**src/rtl/pll_seq_pkg.sv**
```systemverilog
package pll_seq_pkg;

  typedef enum logic [1:0] {
    OP_PREP   = 2'd0,
    OP_UNPREP = 2'd1,
    OP_SETDIV = 2'd2,
    OP_NONE   = 2'd3
  } op_e;

  typedef enum logic [3:0] {
    ST_IDLE,
    ST_LSEL,
    ST_RSTA,
    ST_BYP,
    ST_LOAD,
    ST_SETTLE,
    ST_REL,
    ST_LOCK,
    ST_BCLR,
    ST_FIN
  } st_e;

endpackage

```
**src/rtl/pll_lock_sync.sv**
```systemverilog
module pll_lock_sync #(
  parameter int STAGES = 2
) (
  input  logic clk,
  input  logic rst_n,
  input  logic async_in,
  output logic sync_out
);

  logic [STAGES-1:0] chain_q;

  generate
    for (genvar i = 0; i < STAGES; i++) begin : g_stage
      if (i == 0) begin : g_first
        always_ff @(posedge clk or negedge rst_n) begin
          if (!rst_n) chain_q[0] <= 1'b0;
          else        chain_q[0] <= async_in;
        end
      end else begin : g_next
        always_ff @(posedge clk or negedge rst_n) begin
          if (!rst_n) chain_q[i] <= 1'b0;
          else        chain_q[i] <= chain_q[i-1];
        end
      end
    end
  endgenerate

  assign sync_out = chain_q[STAGES-1];

endmodule

```
**src/rtl/pll_us_timer.sv**
```systemverilog
module pll_us_timer #(
  parameter int CNT_W = 14
) (
  input  logic             clk,
  input  logic             rst_n,
  input  logic             clr,
  input  logic             tick,
  output logic [CNT_W-1:0] count
);

  localparam logic [CNT_W-1:0] SAT = '1;

  logic [CNT_W-1:0] cnt_q, cnt_d;
  logic             cnt_en;

  always_comb begin
    cnt_en = clr || (tick && cnt_q != SAT);
    cnt_d  = clr ? '0 : cnt_q + 1'b1;
  end

  always_ff @(posedge clk or negedge rst_n) begin
    if (!rst_n)      cnt_q <= '0;
    else if (cnt_en) cnt_q <= cnt_d;
  end

  assign count = cnt_q;

endmodule

```
**src/rtl/pll_seq_ctrl.sv**
```systemverilog
module pll_seq_ctrl
  import pll_seq_pkg::*;
#(
  parameter int M_W             = 10,
  parameter int P_W             = 6,
  parameter int S_W             = 3,
  parameter int K_W             = 16,
  parameter int SETTLE_US       = 3,
  parameter int LOCK_TIMEOUT_US = 10000,
  parameter int SYNC_STAGES     = 2,
  parameter int FRAC_EN         = 1,
  parameter int RST_M           = 250,
  parameter int RST_P           = 3,
  parameter int RST_S           = 1
) (
  input  logic           clk,
  input  logic           rst_n,
  input  logic           req_valid,
  input  logic [1:0]     req_op,
  input  logic [M_W-1:0] req_m,
  input  logic [P_W-1:0] req_p,
  input  logic [S_W-1:0] req_s,
  input  logic [K_W-1:0] req_k,
  input  logic           pll_lock,
  input  logic           us_tick,
  output logic           pll_rst_n,
  output logic           pll_bypass,
  output logic           pll_lock_sel,
  output logic [M_W-1:0] div_m,
  output logic [P_W-1:0] div_p,
  output logic [S_W-1:0] div_s,
  output logic [K_W-1:0] div_k,
  output logic           busy,
  output logic           done,
  output logic           timeout
);

  localparam int CNT_MAX = (SETTLE_US + 1 > LOCK_TIMEOUT_US) ? SETTLE_US + 1 : LOCK_TIMEOUT_US;
  localparam int CNT_W   = $clog2(CNT_MAX + 2);
  localparam logic [CNT_W-1:0] SETTLE_END = CNT_W'(SETTLE_US);
  localparam logic [CNT_W-1:0] WAIT_END   = CNT_W'(LOCK_TIMEOUT_US - 1);

  st_e              state_q, state_d;
  op_e              op_q;
  logic [M_W-1:0]   pm_q, m_q;
  logic [P_W-1:0]   pp_q, p_q;
  logic [S_W-1:0]   ps_q, s_q;
  logic             prst_q, byp_q, lsel_q, done_q, to_q;
  logic             lock_s;
  logic [CNT_W-1:0] tcnt;

  logic acc, mp_same, settle_hit, wait_hit;
  logic tmr_clr, load_full, apply_fast;
  logic rst_lo, rst_hi, byp_hi, byp_lo, lsel_hi, done_d, to_d;

  pll_lock_sync #(.STAGES(SYNC_STAGES)) u_sync (
    .clk      (clk),
    .rst_n    (rst_n),
    .async_in (pll_lock),
    .sync_out (lock_s)
  );

  pll_us_timer #(.CNT_W(CNT_W)) u_tmr (
    .clk   (clk),
    .rst_n (rst_n),
    .clr   (tmr_clr),
    .tick  (us_tick),
    .count (tcnt)
  );

  // Next-state logic
  always_comb begin
    acc        = (state_q == ST_IDLE) && req_valid && (op_e'(req_op) != OP_NONE);
    mp_same    = (req_m == m_q) && (req_p == p_q);
    settle_hit = us_tick && (tcnt == SETTLE_END);
    wait_hit   = us_tick && (tcnt == WAIT_END);
    state_d    = state_q;
    unique case (state_q)
      ST_IDLE: begin
        if (acc) begin
          unique case (op_e'(req_op))
            OP_PREP:   state_d = prst_q ? ST_FIN : ST_BYP;
            OP_UNPREP: state_d = ST_FIN;
            default:   state_d = mp_same ? ST_FIN : ((FRAC_EN != 0) ? ST_RSTA : ST_LSEL);
          endcase
        end
      end
      ST_LSEL:   state_d = ST_RSTA;
      ST_RSTA:   state_d = ST_BYP;
      ST_BYP:    state_d = (op_q == OP_SETDIV) ? ST_LOAD : ST_REL;
      ST_LOAD:   state_d = ST_SETTLE;
      ST_SETTLE: if (settle_hit) state_d = ST_REL;
      ST_REL:    state_d = ST_LOCK;
      ST_LOCK: begin
        if (lock_s)        state_d = ST_BCLR;
        else if (wait_hit) state_d = ST_IDLE;
      end
      ST_BCLR:   state_d = ST_IDLE;
      ST_FIN:    state_d = ST_IDLE;
      default:   state_d = ST_IDLE;
    endcase
  end

  // Per-state actions as register enables
  always_comb begin
    tmr_clr    = (state_q == ST_LOAD) || (state_q == ST_REL);
    load_full  = (state_q == ST_LOAD);
    apply_fast = (state_q == ST_FIN) && (op_q == OP_SETDIV);
    rst_lo     = (state_q == ST_RSTA) || ((state_q == ST_FIN) && (op_q == OP_UNPREP));
    rst_hi     = (state_q == ST_REL);
    byp_hi     = (state_q == ST_BYP);
    byp_lo     = (state_q == ST_BCLR);
    lsel_hi    = (state_q == ST_LSEL);
    done_d     = (state_q == ST_BCLR) || (state_q == ST_FIN);
    to_d       = (state_q == ST_LOCK) && !lock_s && wait_hit;
  end

  always_ff @(posedge clk or negedge rst_n) begin
    if (!rst_n) begin
      state_q <= ST_IDLE;
      done_q  <= 1'b0;
      to_q    <= 1'b0;
    end else begin
      state_q <= state_d;
      done_q  <= done_d;
      to_q    <= to_d;
    end
  end

  always_ff @(posedge clk or negedge rst_n) begin
    if (!rst_n) begin
      op_q <= OP_NONE;
      pm_q <= '0;
      pp_q <= '0;
      ps_q <= '0;
    end else if (acc) begin
      op_q <= op_e'(req_op);
      pm_q <= req_m;
      pp_q <= req_p;
      ps_q <= req_s;
    end
  end

  always_ff @(posedge clk or negedge rst_n) begin
    if (!rst_n) begin
      prst_q <= 1'b0;
    end else if (rst_lo || rst_hi) begin
      prst_q <= rst_hi;
    end
  end

  always_ff @(posedge clk or negedge rst_n) begin
    if (!rst_n) begin
      byp_q <= 1'b0;
    end else if (byp_hi || byp_lo) begin
      byp_q <= byp_hi;
    end
  end

  always_ff @(posedge clk or negedge rst_n) begin
    if (!rst_n)       lsel_q <= 1'b0;
    else if (lsel_hi) lsel_q <= 1'b1;
  end

  always_ff @(posedge clk or negedge rst_n) begin
    if (!rst_n) begin
      m_q <= M_W'(RST_M);
      p_q <= P_W'(RST_P);
    end else if (load_full) begin
      m_q <= pm_q;
      p_q <= pp_q;
    end
  end

  always_ff @(posedge clk or negedge rst_n) begin
    if (!rst_n)                       s_q <= S_W'(RST_S);
    else if (load_full || apply_fast) s_q <= ps_q;
  end

  generate
    if (FRAC_EN != 0) begin : g_frac
      logic [K_W-1:0] pk_q, k_q;
      always_ff @(posedge clk or negedge rst_n) begin
        if (!rst_n)   pk_q <= '0;
        else if (acc) pk_q <= req_k;
      end
      always_ff @(posedge clk or negedge rst_n) begin
        if (!rst_n)                       k_q <= '0;
        else if (load_full || apply_fast) k_q <= pk_q;
      end
      assign div_k = k_q;
    end else begin : g_int
      assign div_k = '0;
    end
  endgenerate

  assign pll_rst_n    = prst_q;
  assign pll_bypass   = byp_q;
  assign pll_lock_sel = lsel_q;
  assign div_m        = m_q;
  assign div_p        = p_q;
  assign div_s        = s_q;
  assign busy         = (state_q != ST_IDLE);
  assign done         = done_q;
  assign timeout      = to_q;

endmodule

```
**config.mk**
```make
export PLATFORM = sky130hd
export DESIGN_NAME = pll_seq_ctrl
export DESIGN_NICKNAME = d
export VERILOG_FILES = /design/src/rtl/pll_seq_pkg.sv /design/src/rtl/pll_lock_sync.sv /design/src/rtl/pll_us_timer.sv /design/src/rtl/pll_seq_ctrl.sv
export SDC_FILE = /design/constraint.sdc
export NUM_CORES = 1
export LEC_CHECK = 0
export BUFFER_PORTS_ARGS = -buffer_cell sky130_fd_sc_hd__buf_2
export CAP_MARGIN = 20
export CORE_AREA = 2 2 97 90
export DETAILED_ROUTE_END_ITERATION = 8
export DIE_AREA = 0 0 99 92
export PLACE_DENSITY = 0.77
export SLEW_MARGIN = 15
export SYNTH_ARGS = -nofsm -noshare
export SYNTH_HDL_FRONTEND = slang
export SYNTH_SLANG_ARGS = --single-unit
```
**constraint.sdc**
```tcl
create_clock -name clk -period 2 [get_ports clk]
set_input_delay 0 -clock clk [delete_from_list [all_inputs] [get_ports clk]]
set_output_delay 0 -clock clk [all_outputs]
set_load 0.02 [all_outputs]
```
==> results by group <==
Outcome
  • Status: complete, no violations

Global routing
  • Grt ovf: 0
  • First-pass GRT wire length: 14800 µm
  • Vias in the first global route: 3125
  • Gr usage total: 0.204
  • Largest net degree at the start of global routing: 54
  • Initial antenna violation count: 0

Worst setup path
  • Slowest stage cell, crit path: or4_1
  • Crit Path Class: register to register
  • CP Max Fanout: 6
  • R2R Path Start: u_tmr.count[0]
  • Worst path arrival time: 2.08 ns
  • Reg2Reg Setup Slack: 0.20 ns
  • Startpoint types: register
  • Worst path max stage delay: 0.43 ns
  • Reg2reg path depth: 5
  • R2r endpoint: u_tmr.count[11]
  • Crit path cell chain: ha_1 > nand4_1 > o211ai_1 > or4_1 > a21oi_1
  • Required @ worst endpoint: 2.28 ns
  • Crit. End Element: register

Finish
  • Share of post-route cells with drive strength above 1: 0.454
  • Layout Nets: 492
  • Layout Cells excl Fill: 556
  • Fillers: 591
  • Synth-to-Final Area Change: 27.8%
  • Antenna cell count: 0

STA
  • Slew HR: 0.675
  • Clock skew: 0.0141 ns
  • Tcrit/Tclk final: 0.899
  • FMAX: 0.556 GHz
  • RSZ-0062 raised after global routing: false
  • Fin. max-slew vios: 0
  • Final Hold Fails: 0
  • Final WS setup: 0.202 ns
  • Tmin final: 1.80 ns
  • Final Setup Violations: 0
  • Slew of the pin with the lowest slew margin: 0.484 ns
  • TNS Setup: 0 ns

Routing
  • Via count: 3034
  • Wirelength per Cell: 15.8 µm
  • Initial detailed-routing violation count: 155
  • DRT antenna net count: 0
  • TritonRoute pass-1 iters: 4
  • Post-route DRC: 0
  • Vias per inst: 5.46
  • Drt total wl: 8770 µm

Floorplanning
  • I/O pin cnt: 83
  • DIE WIDTH: 99 µm
  • Chip Height: 92 µm
  • Total core area: 8210 µm²
  • Total die area: 9110 µm²
  • Initial Utilization: 0.526
  • Rows: 32

Synthesis
  • Asr flop ratio synth: 1.00
  • Area leader, netlist: dfrtp_1
  • Sequential share of the synthesized area: 0.566
  • Cells after Synth: 315
  • Syn nets: 358
  • Syn Std Cell Area: 4310 µm²
  • EDFF count, synth: 0
  • Most used DFF post-synth: dfrtp_1
  • Mean Syn Cell Area: 13.7 µm²
  • Seq cells post-synth: 97
  • Post-synthesis cell type count: 61
  • Top cell type's share of synthesized area: 0.499
  • Yosys warning count: 0
  • Top cells by area, synth: dfrtp_1, mux2_2, dfstp_2

Clock network
  • Clk_lat worst skew: 0.36 ns
  • CTS tree: built
  • CTS Buf Count: 9
  • Clk buf depth: 2
  • CTS H-tree lvls: 3
  • Clock slew at reported path FFs: 0.09 ns
  • Number of clock sinks: 97
  • Clock Root Buffer: clkbuf_8

Placement
  • Post-DP HPWL: 5730 µm
  • Placed Cells incl. Taps: 498
  • GPL Wtd Cong: 0.925
  • I/O Buffers: 82
  • Placement Setup Slack: 0.122 ns

Job
  • Max-Cap Viols: 0

Power and ir drop
  • PD cells: 1380 nW/µm²
  • Worst vdd ir: 0.000844 V
  • Leakage power figure: 0.00248 µW

Min path
  • Worst min-delay path class: input port to async pin
==> cells in the final DEF (no fill, tap or decap), drive strengths merged, types with 2 or more instances in the layout <==
master and count:
clkbuf 12, a21oi 11, nor2b 2, nand2 7
o22a 2, o21ai 9, buf 95, o31ai 5
mux2 70, nor3 2, dlygate4sd3 39, o41ai 3
and4 2, nor4 7, or4 3, clkinv 2
inv 8, nor2 12, o21a 4, xnor2 16
o221ai 2, a21boi 2, o31a 2, xor2 2
dfstp 11, nand4 10, dfrtp 86, or3 5
nand3 3
==> critical path: cells and delay by family, from the launching register on <==
family	cells	cell delay (ns)
DFF	1	0.42
AOI/OAI and AO/OA	2	0.38
and+or+nand+nor	2	0.68
adders and majority gates	1	0.25
==> worst max path at each step <==
stage              startpoint  slack (ns)              end
3_3_place_gp   u_tmr.count[0]        0.19  u_tmr.count[12]
2_1_floorplan      state_q[3]        0.31        div_k[10]
3_5_place_dp   u_tmr.count[0]        0.12  u_tmr.count[12]
5_1_grt        u_tmr.count[0]      0.0005       state_q[3]
6_report       u_tmr.count[0]        0.20  u_tmr.count[11]
4_1_cts        u_tmr.count[0]         0.1  u_tmr.count[12]
==> layer usage <==
layer / vias to the layer above / global-route usage / share of wire
met5: - / 0 / 0
met4: 0 / 0.0502 / 0.016
met3: 20 / 0.0610 / 0.053
met2: 82 / 0.340 / 0.50
met1: 1493 / 0.263 / 0.43
li1: 1439 / - / -
==> kinds of logic (layout without fill, tap and decap cells) <==
family          after synthesis  count (layout)  synth area share
flops                        97              97             0.566
mux                          71              71             0.185
simple gates                 61              61             0.102
compound gates               50              50            0.0859
xor+xnor                     18              18            0.0365
buf+inv                      17             156            0.0220
fa+ha+maj                     1               1           0.00290
==> synth_stat cells, types with 2 or more instances <==
cell,count
nor2_1,10
o31a_1,2
o21ai_0,9
dfrtp_1,86
nor4_4,2
nor4_1,5
buf_2,4
o41ai_1,2
nand4_1,8
or3_2,2
buf_4,2
a21boi_0,2
mux2_2,69
or3_1,3
nand2_1,5
nor2b_1,2
o221ai_1,2
o22a_1,2
dfstp_2,11
o31ai_1,5
and4_1,2
o21a_1,4
nand4_4,2
xor2_1,2
or4_1,3
nor3_1,2
nand3_1,3
xnor2_1,16
clkbuf_1,2
a21oi_1,10
inv_1,6
==> what timing repair did <==
action | 4_1_cts | 5_1_grt
setup endpoints to repair | 0 | 2
setup buffers | 0 | 3
resized for setup | 0 | 2
hold buffers | 39 | 0
endpoints found under the hold margin | 124 | 0
==> power by group <==
part           internal, µW  leakage [µW]  switching [µW]
logic                  1510       0.00120            1460
clock network           506     0.0000931             678
registers              2860       0.00118             581
==> stage by stage <==
step	power, µW	hold WS (ns)	utilization	instance area [µm²]
4_1_cts	7650	0.0185	0.668	5480
2_1_floorplan	5470	-0.296	-	4310
3_5_place_dp	6390	-0.123	0.598	4910
3_3_place_gp	6250	-0.125	0.598	4910
6_report	7600	0.0271	0.672	5520
5_1_grt	8100	0.0287	0.672	5520
==> state kept, by name, indices dropped and copies added, names as in the netlist, 3 cells and up <==
signal / cells
state_q: 4
div_m: 10
u_tmr.count: 14
div_s: 3
g_frac.pk_q: 16
div_k: 16
pm_q: 10
pp_q: 6
ps_q: 3
div_p: 6
==> cell type report <==
cell class                 count  area, µm²  area share
inverter                       6       22.5     0.00408
timing repair buffer         134        951       0.172
clock inverter                 4       37.5     0.00681
clock buffer                  12        145      0.0263
multi-input combinational    201       1790       0.325
tap                          102        128      0.0231
sequential                    97       2440       0.443
Power figures use the tool's default switching activity.
